===== config.mk =====
export PLATFORM = sky130hd
export DESIGN_NAME = i2cs_responder
export DESIGN_NICKNAME = d
export VERILOG_FILES = /design/src/rtl/i2cs_pkg.sv /design/src/rtl/i2cs_line_mon.sv /design/src/rtl/i2cs_engine.sv /design/src/rtl/i2cs_responder.sv
export SDC_FILE = /design/constraint.sdc
export NUM_CORES = 1
export LEC_CHECK = 0
export ABC_AREA = 1
export BUFFER_PORTS_ARGS = -buffer_cell sky130_fd_sc_hd__buf_2
export CORE_UTILIZATION = 55
export DETAILED_ROUTE_END_ITERATION = 8
export HOLD_SLACK_MARGIN = 0.03
export PLACE_DENSITY = 0.75
export SYNTH_ARGS = -nofsm -noshare
export SYNTH_HDL_FRONTEND = slang
export SYNTH_SLANG_ARGS = --single-unit

===== constraint.sdc =====
create_clock -name clk -period 1.8 [get_ports clk]
set_clock_uncertainty 0.15 [all_clocks]
set_input_delay 0.18 -clock clk [delete_from_list [all_inputs] [get_ports clk]]
set_output_delay 0.18 -clock clk [all_outputs]
set_load 0.05 [all_outputs]

===== src/rtl/i2cs_pkg.sv =====
package i2cs_pkg;

    typedef enum logic [2:0] {
        ST_IDLE,
        ST_ADDR,
        ST_ADDR_ACK,
        ST_HOLD,
        ST_DATA,
        ST_DATA_ACK,
        ST_SKIP
    } eng_state_e;

    localparam logic [1:0] RA_OWN  = 2'd0;
    localparam logic [1:0] RA_CTRL = 2'd1;
    localparam logic [1:0] RA_STAT = 2'd2;
    localparam logic [1:0] RA_DATA = 2'd3;

    typedef struct packed {
        logic ie;
        logic tx;
    } ctrl_t;

    typedef struct packed {
        logic flag;
        logic done;
        logic srw;
        logic aas;
    } stat_t;

endpackage


===== src/rtl/i2cs_line_mon.sv =====
module i2cs_line_mon #(
    parameter int STAGES = 2
) (
    input  logic clk,
    input  logic rst,
    input  logic line_i,
    output logic level,
    output logic rise,
    output logic fall
);
    logic [STAGES-1:0] sync_q;
    logic              prev_q;

    always_ff @(posedge clk) begin
        if (rst) begin
            sync_q <= '1;
            prev_q <= 1'b1;
        end else begin
            sync_q <= {sync_q[STAGES-2:0], line_i};
            prev_q <= sync_q[STAGES-1];
        end
    end

    assign level = sync_q[STAGES-1];
    assign rise  = level & ~prev_q;
    assign fall  = ~level & prev_q;
endmodule


===== src/rtl/i2cs_engine.sv =====
module i2cs_engine
    import i2cs_pkg::*;
#(
    parameter int ADDR_W = 7,
    parameter int DATA_W = 8
) (
    input  logic              clk,
    input  logic              rst,
    input  logic              scl_hi,
    input  logic              scl_rise,
    input  logic              scl_fall,
    input  logic              sda_lvl,
    input  logic              sda_rise,
    input  logic              sda_fall,
    input  logic [ADDR_W-1:0] own_addr,
    input  logic              tx_mode,
    input  logic              data_wr,
    input  logic              data_rd,
    input  logic [DATA_W-1:0] wdata,
    output logic              ev_hit,
    output logic              ev_rw,
    output logic              ev_done,
    output logic              xfer_go,
    output logic [DATA_W-1:0] rx_byte,
    output logic              scl_oe,
    output logic              sda_oe
);
    localparam int CNT_W = $clog2(DATA_W + 1);
    localparam logic [CNT_W-1:0] LAST = CNT_W'(DATA_W);

    eng_state_e        state;
    logic [DATA_W-1:0] shreg;
    logic [CNT_W-1:0]  cnt;
    logic              is_tx;
    logic              nack;
    logic              start_c;
    logic              stop_c;

    assign start_c = scl_hi & sda_fall;
    assign stop_c  = scl_hi & sda_rise;

    always_ff @(posedge clk) begin
        if (rst) begin
            state   <= ST_IDLE;
            shreg   <= '0;
            cnt     <= '0;
            is_tx   <= 1'b0;
            nack    <= 1'b0;
            rx_byte <= '0;
            scl_oe  <= 1'b0;
            sda_oe  <= 1'b0;
            ev_hit  <= 1'b0;
            ev_rw   <= 1'b0;
            ev_done <= 1'b0;
            xfer_go <= 1'b0;
        end else begin
            ev_hit  <= 1'b0;
            ev_done <= 1'b0;
            xfer_go <= 1'b0;
            if (start_c) begin
                state  <= ST_ADDR;
                cnt    <= '0;
                scl_oe <= 1'b0;
                sda_oe <= 1'b0;
            end else if (stop_c) begin
                state  <= ST_IDLE;
                scl_oe <= 1'b0;
                sda_oe <= 1'b0;
            end else begin
                unique case (state)
                    ST_ADDR: begin
                        if (scl_rise) begin
                            shreg <= {shreg[DATA_W-2:0], sda_lvl};
                            cnt   <= cnt + 1'b1;
                        end else if (scl_fall && cnt == LAST) begin
                            if (shreg[DATA_W-1 -: ADDR_W] == own_addr) begin
                                sda_oe <= 1'b1;
                                ev_hit <= 1'b1;
                                ev_rw  <= shreg[0];
                                state  <= ST_ADDR_ACK;
                            end else begin
                                state <= ST_SKIP;
                            end
                        end
                    end
                    ST_ADDR_ACK: begin
                        if (scl_fall) begin
                            sda_oe  <= 1'b0;
                            scl_oe  <= 1'b1;
                            ev_done <= 1'b1;
                            state   <= ST_HOLD;
                        end
                    end
                    ST_HOLD: begin
                        if (tx_mode && data_wr) begin
                            shreg   <= wdata;
                            sda_oe  <= ~wdata[DATA_W-1];
                            scl_oe  <= 1'b0;
                            cnt     <= '0;
                            is_tx   <= 1'b1;
                            xfer_go <= 1'b1;
                            state   <= ST_DATA;
                        end else if (!tx_mode && data_rd) begin
                            scl_oe  <= 1'b0;
                            cnt     <= '0;
                            is_tx   <= 1'b0;
                            xfer_go <= 1'b1;
                            state   <= ST_DATA;
                        end
                    end
                    ST_DATA: begin
                        if (scl_rise) begin
                            if (!is_tx) shreg <= {shreg[DATA_W-2:0], sda_lvl};
                            cnt <= cnt + 1'b1;
                        end else if (scl_fall) begin
                            if (cnt == LAST) begin
                                state <= ST_DATA_ACK;
                                if (is_tx) begin
                                    sda_oe <= 1'b0;
                                end else begin
                                    sda_oe  <= 1'b1;
                                    rx_byte <= shreg;
                                end
                            end else if (is_tx) begin
                                shreg  <= shreg << 1;
                                sda_oe <= ~shreg[DATA_W-2];
                            end
                        end
                    end
                    ST_DATA_ACK: begin
                        if (scl_rise) begin
                            nack <= sda_lvl;
                        end else if (scl_fall) begin
                            sda_oe  <= 1'b0;
                            ev_done <= 1'b1;
                            if (is_tx && nack) begin
                                state <= ST_SKIP;
                            end else begin
                                scl_oe <= 1'b1;
                                state  <= ST_HOLD;
                            end
                        end
                    end
                    default: ;
                endcase
            end
        end
    end

    AST_SDA_STEADY_SCL_HIGH: assert property (@(posedge clk) disable iff (rst)
        (scl_hi && $past(scl_hi) && !$past(start_c) && !$past(stop_c)) |-> $stable(sda_oe));
    AST_QUIET_UNADDRESSED: assert property (@(posedge clk) disable iff (rst)
        (state == ST_IDLE || state == ST_SKIP || state == ST_ADDR) |-> (!sda_oe && !scl_oe));
    AST_STRETCH_IN_HOLD: assert property (@(posedge clk) disable iff (rst)
        scl_oe |-> (state == ST_HOLD));
endmodule


===== src/rtl/i2cs_responder.sv =====
module i2cs_responder
    import i2cs_pkg::*;
#(
    parameter int ADDR_W      = 7,
    parameter int DATA_W      = 8,
    parameter int SYNC_STAGES = 2
) (
    input  logic        clk,
    input  logic        rst,
    input  logic        scl_i,
    input  logic        sda_i,
    output logic        scl_oe,
    output logic        sda_oe,
    input  logic        reg_wr,
    input  logic        reg_rd,
    input  logic [1:0]  reg_addr,
    input  logic [7:0]  reg_wdata,
    output logic [7:0]  reg_rdata,
    output logic        irq
);
    localparam int NLINES = 2;

    logic [NLINES-1:0] line_in, lvl, rise, fall;
    assign line_in = {sda_i, scl_i};

    genvar gi;
    generate
        for (gi = 0; gi < NLINES; gi++) begin : g_mon
            i2cs_line_mon #(.STAGES(SYNC_STAGES)) u_mon (
                .clk(clk), .rst(rst), .line_i(line_in[gi]),
                .level(lvl[gi]), .rise(rise[gi]), .fall(fall[gi])
            );
        end
    endgenerate

    logic [ADDR_W-1:0] own_q;
    ctrl_t             ctrl_q;
    stat_t             stat_q;
    logic              ev_hit, ev_rw, ev_done, xfer_go;
    logic [DATA_W-1:0] rx_byte;
    logic              wr_ctrl, wr_stat;

    assign wr_ctrl = reg_wr && reg_addr == RA_CTRL;
    assign wr_stat = reg_wr && reg_addr == RA_STAT;

    i2cs_engine #(.ADDR_W(ADDR_W), .DATA_W(DATA_W)) u_eng (
        .clk(clk), .rst(rst),
        .scl_hi(lvl[0]), .scl_rise(rise[0]), .scl_fall(fall[0]),
        .sda_lvl(lvl[1]), .sda_rise(rise[1]), .sda_fall(fall[1]),
        .own_addr(own_q), .tx_mode(ctrl_q.tx),
        .data_wr(reg_wr && reg_addr == RA_DATA),
        .data_rd(reg_rd && reg_addr == RA_DATA),
        .wdata(reg_wdata[DATA_W-1:0]),
        .ev_hit(ev_hit), .ev_rw(ev_rw), .ev_done(ev_done), .xfer_go(xfer_go),
        .rx_byte(rx_byte), .scl_oe(scl_oe), .sda_oe(sda_oe)
    );

    always_ff @(posedge clk) begin
        if (rst) begin
            own_q  <= '0;
            ctrl_q <= '0;
            stat_q <= '0;
        end else begin
            if (reg_wr && reg_addr == RA_OWN) own_q <= reg_wdata[ADDR_W-1:0];
            if (wr_ctrl) ctrl_q <= ctrl_t'(reg_wdata[1:0]);
            if (ev_hit) begin
                stat_q.aas <= 1'b1;
                stat_q.srw <= ev_rw;
            end else if (wr_ctrl) begin
                stat_q.aas <= 1'b0;
            end
            if (ev_done)      stat_q.done <= 1'b1;
            else if (xfer_go) stat_q.done <= 1'b0;
            if (ev_done)                      stat_q.flag <= 1'b1;
            else if (wr_stat && !reg_wdata[3]) stat_q.flag <= 1'b0;
        end
    end

    always_comb begin
        unique case (reg_addr)
            RA_OWN:  reg_rdata = 8'(own_q);
            RA_CTRL: reg_rdata = 8'(ctrl_q);
            RA_STAT: reg_rdata = 8'(stat_q);
            default: reg_rdata = 8'(rx_byte);
        endcase
    end

    assign irq = stat_q.flag & ctrl_q.ie;

    AST_CTRL_WR_CLEARS_AAS: assert property (@(posedge clk) disable iff (rst)
        (wr_ctrl && !ev_hit) |=> !stat_q.aas);
    AST_FLAG_NEEDS_BYTE_END: assert property (@(posedge clk) disable iff (rst)
        $rose(stat_q.flag) |-> $past(ev_done));
    AST_SRW_ONLY_ON_ADDR: assert property (@(posedge clk) disable iff (rst)
        !$stable(stat_q.srw) |-> stat_q.aas);
endmodule


==> out/qor.yml, run 1 <==
die_w_um: 73.5
path_class: "reg -> reg"
min_period_over_period_pct: 97.6
synth_seq_area_share_pct: 35.6
yosysWarnings: 0
p_int_mw: 2.34
start_util_pct: 58.4
worst_ep_arrival_time_ns: 1.81
dp_hpwl_mm: 5.04
cp_max_fo: 5
drtAntennaViolNets: 0
leakagePower_nw: 1.55
placed_area_um2: 3090
htreeDepth: 2
antenna_found_initial: 0
crit_slowest_cell: "dfxtp_2"
finalSetupViolations: 0
combPwrFrac_pct: 43.5
fmax_ghz: 0.569
drtIter0Drc: 237
syn2layout_area_growth_pct: 19.1
synthCells: 442
clkTransAtPathRegs_ns: 0.09
slew_headroom_pct: 76.6
fin_nets: 509
fin_util_pct: 69.6
via_per_inst: 5.12
grt_pass1_wl_mm: 11.1
power.switching_mw: 1.61
first_pass_iters: 6
fp.dieH_um: 73.5
cts_tree: "yes"
routed_wirelength_mm: 6.90
cts_buffer_depth: 2
vias: 2851
syn-cell-area_um2: 2810
cp-start-kind: "flop"
grt_remaining_overflow: 0
clkPwrFrac_pct: 19.7
drv_cap: 0
numPortBuffers: 26
placementRows: 25
p_total_mw: 3.96
antenna_cells: 0
path_cells: "inv_2 > ha_4 > nand2_1 > nor2_2 > nand2_2 > nor2_4 > nand4_4 > o21ai_0 > nor2_1"
regArea_um2: 1010
fillers: 468
p_per_area_nw_per_um2: 1180
synth_nets: 462
ys.flop_type: "dfxtp_1"
period_needed_ns: 1.76
drcViolationCount: 0
tightestPinTransition_ns: 0.351
cts_buffers: 5
pwr-share-seq_pct: 36.8
syn_avg_cell_area_um2: 6.37
synth-edff-count: 0
die_area_um2: 5410
tns_ns: 0
clock_sinks: 50
cts_root_buffer: "clkbuf_8"
multi_input_area_um2: 1580
async_flop_share_pct: 0
grt_usage_pct: 27.0
core_um2: 4820
synth_seq_cells: 50
slew_violations: 0
vdd_drop_max_v: 0.000700
slowest_delay_ns: 0.34
outcome: "finished clean"
hp-class: "in -> reg"
endpoint_kind: "flop"
grt_pass1_vias: 2513
wire_per_inst_um: 12.4
drive_gt1_share_pct: 20.4
hold_violations: 0
worstPathRequired_ns: 1.86
clk_latency_ns: 0.30
synth_cell_type_count: 37
gp_congestion: 0.963
fin_area_um2: 3350
grt_start_max_net_pins: 29
num_io_pins: 27
sw_frac_of_total_pct: 40.8
## per-layer routing
metal,wire (um),track usage (%)
met1,3020,32.5
met2,3510,47.5
met3,301,5.21
met4,63,9.62
met5,0,0
## worst max-delay path, delay by kind of cell, from the launching register on
kind | cells | cell delay (ns)
buffers and inverters | 1 | 0.08
flip-flops | 1 | 0.34
AND/OR/NAND/NOR | 6 | 0.77
AO/OA/AOI/OAI | 1 | 0.18
adder cells (fa/ha/maj) | 1 | 0.14
## cells by family (layout without fill, tap and decap cells)
family	count (synthesis)	after routing	synth area share, %
adders and majority gates	4	4	1.78
and+or+nand+nor	247	248	38.3
buffers and inverters	72	119	10.8
AOI/OAI and AO/OA	66	66	12.6
xor gates and xnor gates	3	3	0.934
DFF	50	50	35.6
## cell type report
cell class,instances,area share [%]
timing repair buffer,49,9.93
clock buffer,5,2.05
inverter,62,7.21
tap,67,2.50
sequential,50,30.1
multi-input combinational,321,47.0
clock inverter,3,1.19
## registers in the layout, summed over array words and instances, names as in the netlist
name and flops:
u_eng.cnt 4, own_q 7, u_eng.sda_oe 1, stat_q 4
u_eng.shreg 8, u_eng.nack 1, g_mon.u_mon.sync_q 4, u_eng.ev_rw 1
u_eng.ev_done 1, ctrl_q 2, u_eng.scl_oe 1, u_eng.state 3
u_eng.is_tx 1, g_mon.u_mon.prev_q 2, u_eng.xfer_go 1, u_eng.rx_byte 8
u_eng.ev_hit 1
## synthesized netlist by cell type, types with 2 or more instances
cell / n / share of area, %
buf_4: 3 / 0.80
or2_2: 4 / 0.89
inv_1: 53 / 7.1
a21oi_1: 21 / 3.7
nand2_2: 5 / 1.1
o2111ai_1: 2 / 0.62
nor2_4: 4 / 1.6
o21ai_0: 35 / 6.2
xnor2_1: 2 / 0.62
nor2_2: 4 / 0.89
o211ai_1: 2 / 0.53
nor2_1: 79 / 11
buf_1: 2 / 0.27
nand4_1: 5 / 1.1
ha_1: 4 / 1.8
inv_4: 2 / 0.44
nand2_1: 119 / 16
nand3_1: 20 / 3.6
buf_6: 2 / 0.80
clkbuf_1: 2 / 0.27
dfxtp_1: 50 / 36
inv_2: 6 / 0.80
nand3_2: 2 / 0.71
## path summary, 6_finish.rpt
kind | cells past startpoint | slack (ns) | to | from
worst min-delay path | 3 | 0.04 | own_q[5]$_SDFFE_PP0P_ | reg_wdata[5]
worst max-delay path | 9 | 0.04 | u_eng.rx_byte[3]$_SDFFE_PP0P_ | u_eng.cnt[1]$_SDFFE_PP0P_
worst min register to register | 1 | 0.26 | g_mon[0].u_mon.sync_q[1]$_SDFF_PP1_ | g_mon[0].u_mon.sync_q[0]$_SDFF_PP1_
worst max register to register | 9 | 0.04 | u_eng.rx_byte[3]$_SDFFE_PP0P_ | u_eng.cnt[1]$_SDFFE_PP0P_
## cells in the final DEF, fill, tap and decap left out, types with 3 or more instances in the layout
cell type / Yosys / layout
nor2_4: 4 / 6
o21ai_0: 35 / 28
or2_2: 4 / 4
nand4_1: 5 / 5
nand2_2: 5 / 6
dlygate4sd3_1: 0 / 7
buf_2: 1 / 26
nor2_2: 4 / 4
a21oi_1: 21 / 20
nand3_1: 20 / 20
dfxtp_2: 0 / 6
clkinv_2: 1 / 3
nor2_1: 79 / 77
o21ai_1: 1 / 7
buf_4: 3 / 15
dfxtp_1: 50 / 44
clkbuf_8: 0 / 5
inv_2: 6 / 7
nand2_1: 119 / 118
inv_4: 2 / 3
inv_1: 53 / 51
## through the flow
step                setup WS [ns]  std cells  hold WS [ns]
finish                     0.0439        557        0.0387
floorplan                 -0.0252        442         0.134
detailed placement        0.00846        540         0.216
CTS                       0.00265        555        0.0326
global placement           0.0680        540         0.212
global route              -0.0411        557        0.0625
## power by group through the flow
| stage | Sequential [mW] | Combinational [mW] | Clock [mW] |
|---|---|---|---|
| global placement | 1.46 | 1.53 | 0 |
| global route | 1.48 | 1.96 | 0.867 |
| detailed placement | 1.46 | 1.56 | 0 |
| finish | 1.46 | 1.72 | 0.778 |
| CTS | 1.43 | 1.59 | 0.798 |
| floorplan | 1.45 | 1.19 | 0 |
## what timing repair did
item / 4_1_cts / 5_1_grt
hold endpoints to repair: 10 / 0
setup endpoints to repair: 0 / 28
buffers inserted: 0 / 1
gates resized for setup: 0 / 29
hold buffers: 7 / 0
(Power assumes the default switching activity.)
==> inputs of run 2 (changes only) <==
--- a/config.mk
+++ b/config.mk
@@ -7,7 +7,8 @@
 export LEC_CHECK = 0
 export ABC_AREA = 1
 export BUFFER_PORTS_ARGS = -buffer_cell sky130_fd_sc_hd__buf_2
-export CORE_UTILIZATION = 55
+export CAP_MARGIN = 20
+export CORE_UTILIZATION = 53
 export DETAILED_ROUTE_END_ITERATION = 8
 export HOLD_SLACK_MARGIN = 0.03
 export PLACE_DENSITY = 0.75
==> constraint.sdc (replaced) <==
create_clock -name clk -period 1.6 [get_ports clk]
set_clock_uncertainty 0.15 [all_clocks]
set_input_delay 0.16 -clock clk [delete_from_list [all_inputs] [get_ports clk]]
set_output_delay 0.16 -clock clk [all_outputs]
set_load 0.05 [all_outputs]
==> run 2 against run 1 <==
The flow now finishes with violations (setup timing). Count of clock-buffer cells in the layout rose by 1. Via count is 8.5% higher. Hold slack better by 0.019 ns. Wire length up 12%. Design area rose by 13%. Combinational power is 40% higher. Global-route usage up 1.7 points. Critical path type unchanged. Critical endpoint is now u_eng.rx_byte[7]$_SDFFE_PP0P_. Critical path depth stayed put. Fmax increased by 5.3%. Non-clock buffer count increased by 38. Sequential power rose by 14%.
==> out/qor.yml, run 2 (synthesis gave the netlist of run 1 again) <==
cts_tree: "yes"
endpoint_kind: "flop"
outcome: "finished, violations left"
fmax_ghz: 0.600
drtIter0Drc: 223
crit_slowest_cell: "dfxtp_2"
cts_buffer_depth: 2
clkTransAtPathRegs_ns: 0.10
routed_wirelength_mm: 7.74
syn2layout_area_growth_pct: 35.1
grt_remaining_overflow: 0
die_w_um: 74.9
grt_pass1_vias: 2775
cp_max_fo: 5
slew_violations: 0
num_io_pins: 27
drive_gt1_share_pct: 32.0
tightestPinTransition_ns: 0.375
pwr-share-seq_pct: 33.4
vdd_drop_max_v: 0.000819
clk_latency_ns: 0.30
worstPathRequired_ns: 1.65
hp-class: "in -> reg"
grt_usage_pct: 28.7
drtAntennaViolNets: 0
clock_sinks: 50
clkPwrFrac_pct: 18.0
dp_hpwl_mm: 5.31
hold_violations: 0
core_um2: 5110
drcViolationCount: 0
layout_top_registers: "u_eng.rx_byte (8), u_eng.shreg (8), own_q (7)"
combPwrFrac_pct: 48.5
mostFrequentLayoutCells: "nand2_1, nor2_1, buf_4, inv_1, dfxtp_1"
period_needed_ns: 1.67
numPortBuffers: 26
power.switching_mw: 1.97
sw_frac_of_total_pct: 39.7
cp-start-kind: "flop"
hold_slack_ns: 0.0576
via_per_inst: 5.17
path_class: "reg -> reg"
worst_ep_arrival_time_ns: 1.72
violations: "setup timing"
finalSetupViolations: 16
fin_ws_ns: -0.0674
grt_start_max_net_pins: 24
p_int_mw: 2.99
tns_ns: -0.516
antenna_cells: 0
placementRows: 26
slew_headroom_pct: 74.9
htreeDepth: 2
first_pass_iters: 5
die_area_um2: 5600
fin_nets: 547
slowest_delay_ns: 0.34
antenna_found_initial: 0
path_cells: "inv_2 > ha_4 > nand2_4 > nor2_4 > nand2_4 > nor2_4 > nand4_4 > o21ai_2 > a21oi_1"
cts_root_buffer: "clkbuf_8"
vias: 3094
drv_cap: 0
fp.dieH_um: 74.9
layout_commonest_cell: "nand2_1"
leakagePower_nw: 1.77
start_util_pct: 55.1
rsz0062_at_grt: "yes"
grt_pass1_wl_mm: 12.2
cts_buffers: 5
p_per_area_nw_per_um2: 1300
wire_per_inst_um: 12.9
fillers: 414
gp_congestion: 0.961
min_period_over_period_pct: 104
run 2: changes by cell type in the layout (fill, tap and decap cells not counted), sizes merged:
cell,previous run,this run
inv,61,60
clkinv,3,1
dlygate4sd3,7,9
buf,42,78
clkinvlp,0,2
clkbuf,5,6
run 2: critical path: cells and delay by family, from the launching register on:
family,cells,cell delay (ns)
simple gates,5,0.61
compound gates,2,0.23
buf+inv,1,0.08
flops,1,0.34
fa+ha+maj,1,0.15
run 2: cell type report:
cell class / count / area, um2 / area share (%)
multi-input combinational: 321 / 1690 / 44.4
sequential: 50 / 1020 / 26.9
timing repair buffer: 87 / 648 / 17.0
clock buffer: 6 / 72.6 / 1.91
inverter: 62 / 245 / 6.45
tap: 70 / 87.6 / 2.30
clock inverter: 2 / 37.5 / 0.987
run 2: power by group through the flow:
| stage | logic, mW | clock network, mW | registers [mW] |
|---|---|---|---|
| final | 2.41 | 0.894 | 1.66 |
| after global routing | 2.68 | 0.968 | 1.67 |
| after CTS | 2.19 | 0.909 | 1.62 |
| after detailed placement | 2.09 | 0 | 1.63 |
| after global placement | 2.06 | 0 | 1.62 |
| after floorplan | 1.33 | 0 | 1.63 |
run 2: metal layers:
layer / share of wire (%) / wire length [um] / vias up / global-route usage [%]
li1: - / - / 1566 / -
met1: 42 / 3250 / 1382 / 34.4
met2: 50 / 3840 / 118 / 50.2
met3: 4.9 / 380 / 28 / 4.02
met4: 3.5 / 267 / 0 / 14.3
met5: 0 / 0 / - / 0
run 2: final timing paths:
| path | from | end | slack, ns | cells after the start |
|---|---|---|---|---|
| worst max-delay path | u_eng.cnt[0]$_SDFFE_PP0P_ | u_eng.rx_byte[7]$_SDFFE_PP0P_ | -0.07 | 9 |
| worst min-delay path | reg_wdata[3] | own_q[3]$_SDFFE_PP0P_ | 0.06 | 3 |
| worst max register to register | u_eng.cnt[0]$_SDFFE_PP0P_ | u_eng.rx_byte[7]$_SDFFE_PP0P_ | -0.07 | 9 |
| worst min register to register | g_mon[0].u_mon.sync_q[0]$_SDFF_PP1_ | g_mon[0].u_mon.sync_q[1]$_SDFF_PP1_ | 0.27 | 1 |
run 2: per-stage QoR:
step	setup slack (ns)	area, um2	util [%]	total power [mW]	std cells
floorplan	-0.185	2820	-	2.96	442
global placement	-0.166	3360	65.8	3.69	577
detailed placement	-0.186	3360	65.8	3.72	577
CTS	-0.0619	3670	71.8	4.72	596
global route	-0.169	3800	74.4	5.33	598
finish	-0.0674	3800	74.4	4.96	598
run 2: repair_timing:
| item | 4_1_cts | 5_1_grt |
|---|---|---|
| endpoints found under the hold margin | 13 | 0 |
| gates cloned | 1 | 0 |
| endpoints found under the setup margin | 29 | 35 |
| hold buffers | 9 | 0 |
| pin swaps | 13 | 15 |
| buffers inserted | 1 | 3 |
| resized for setup | 35 | 42 |
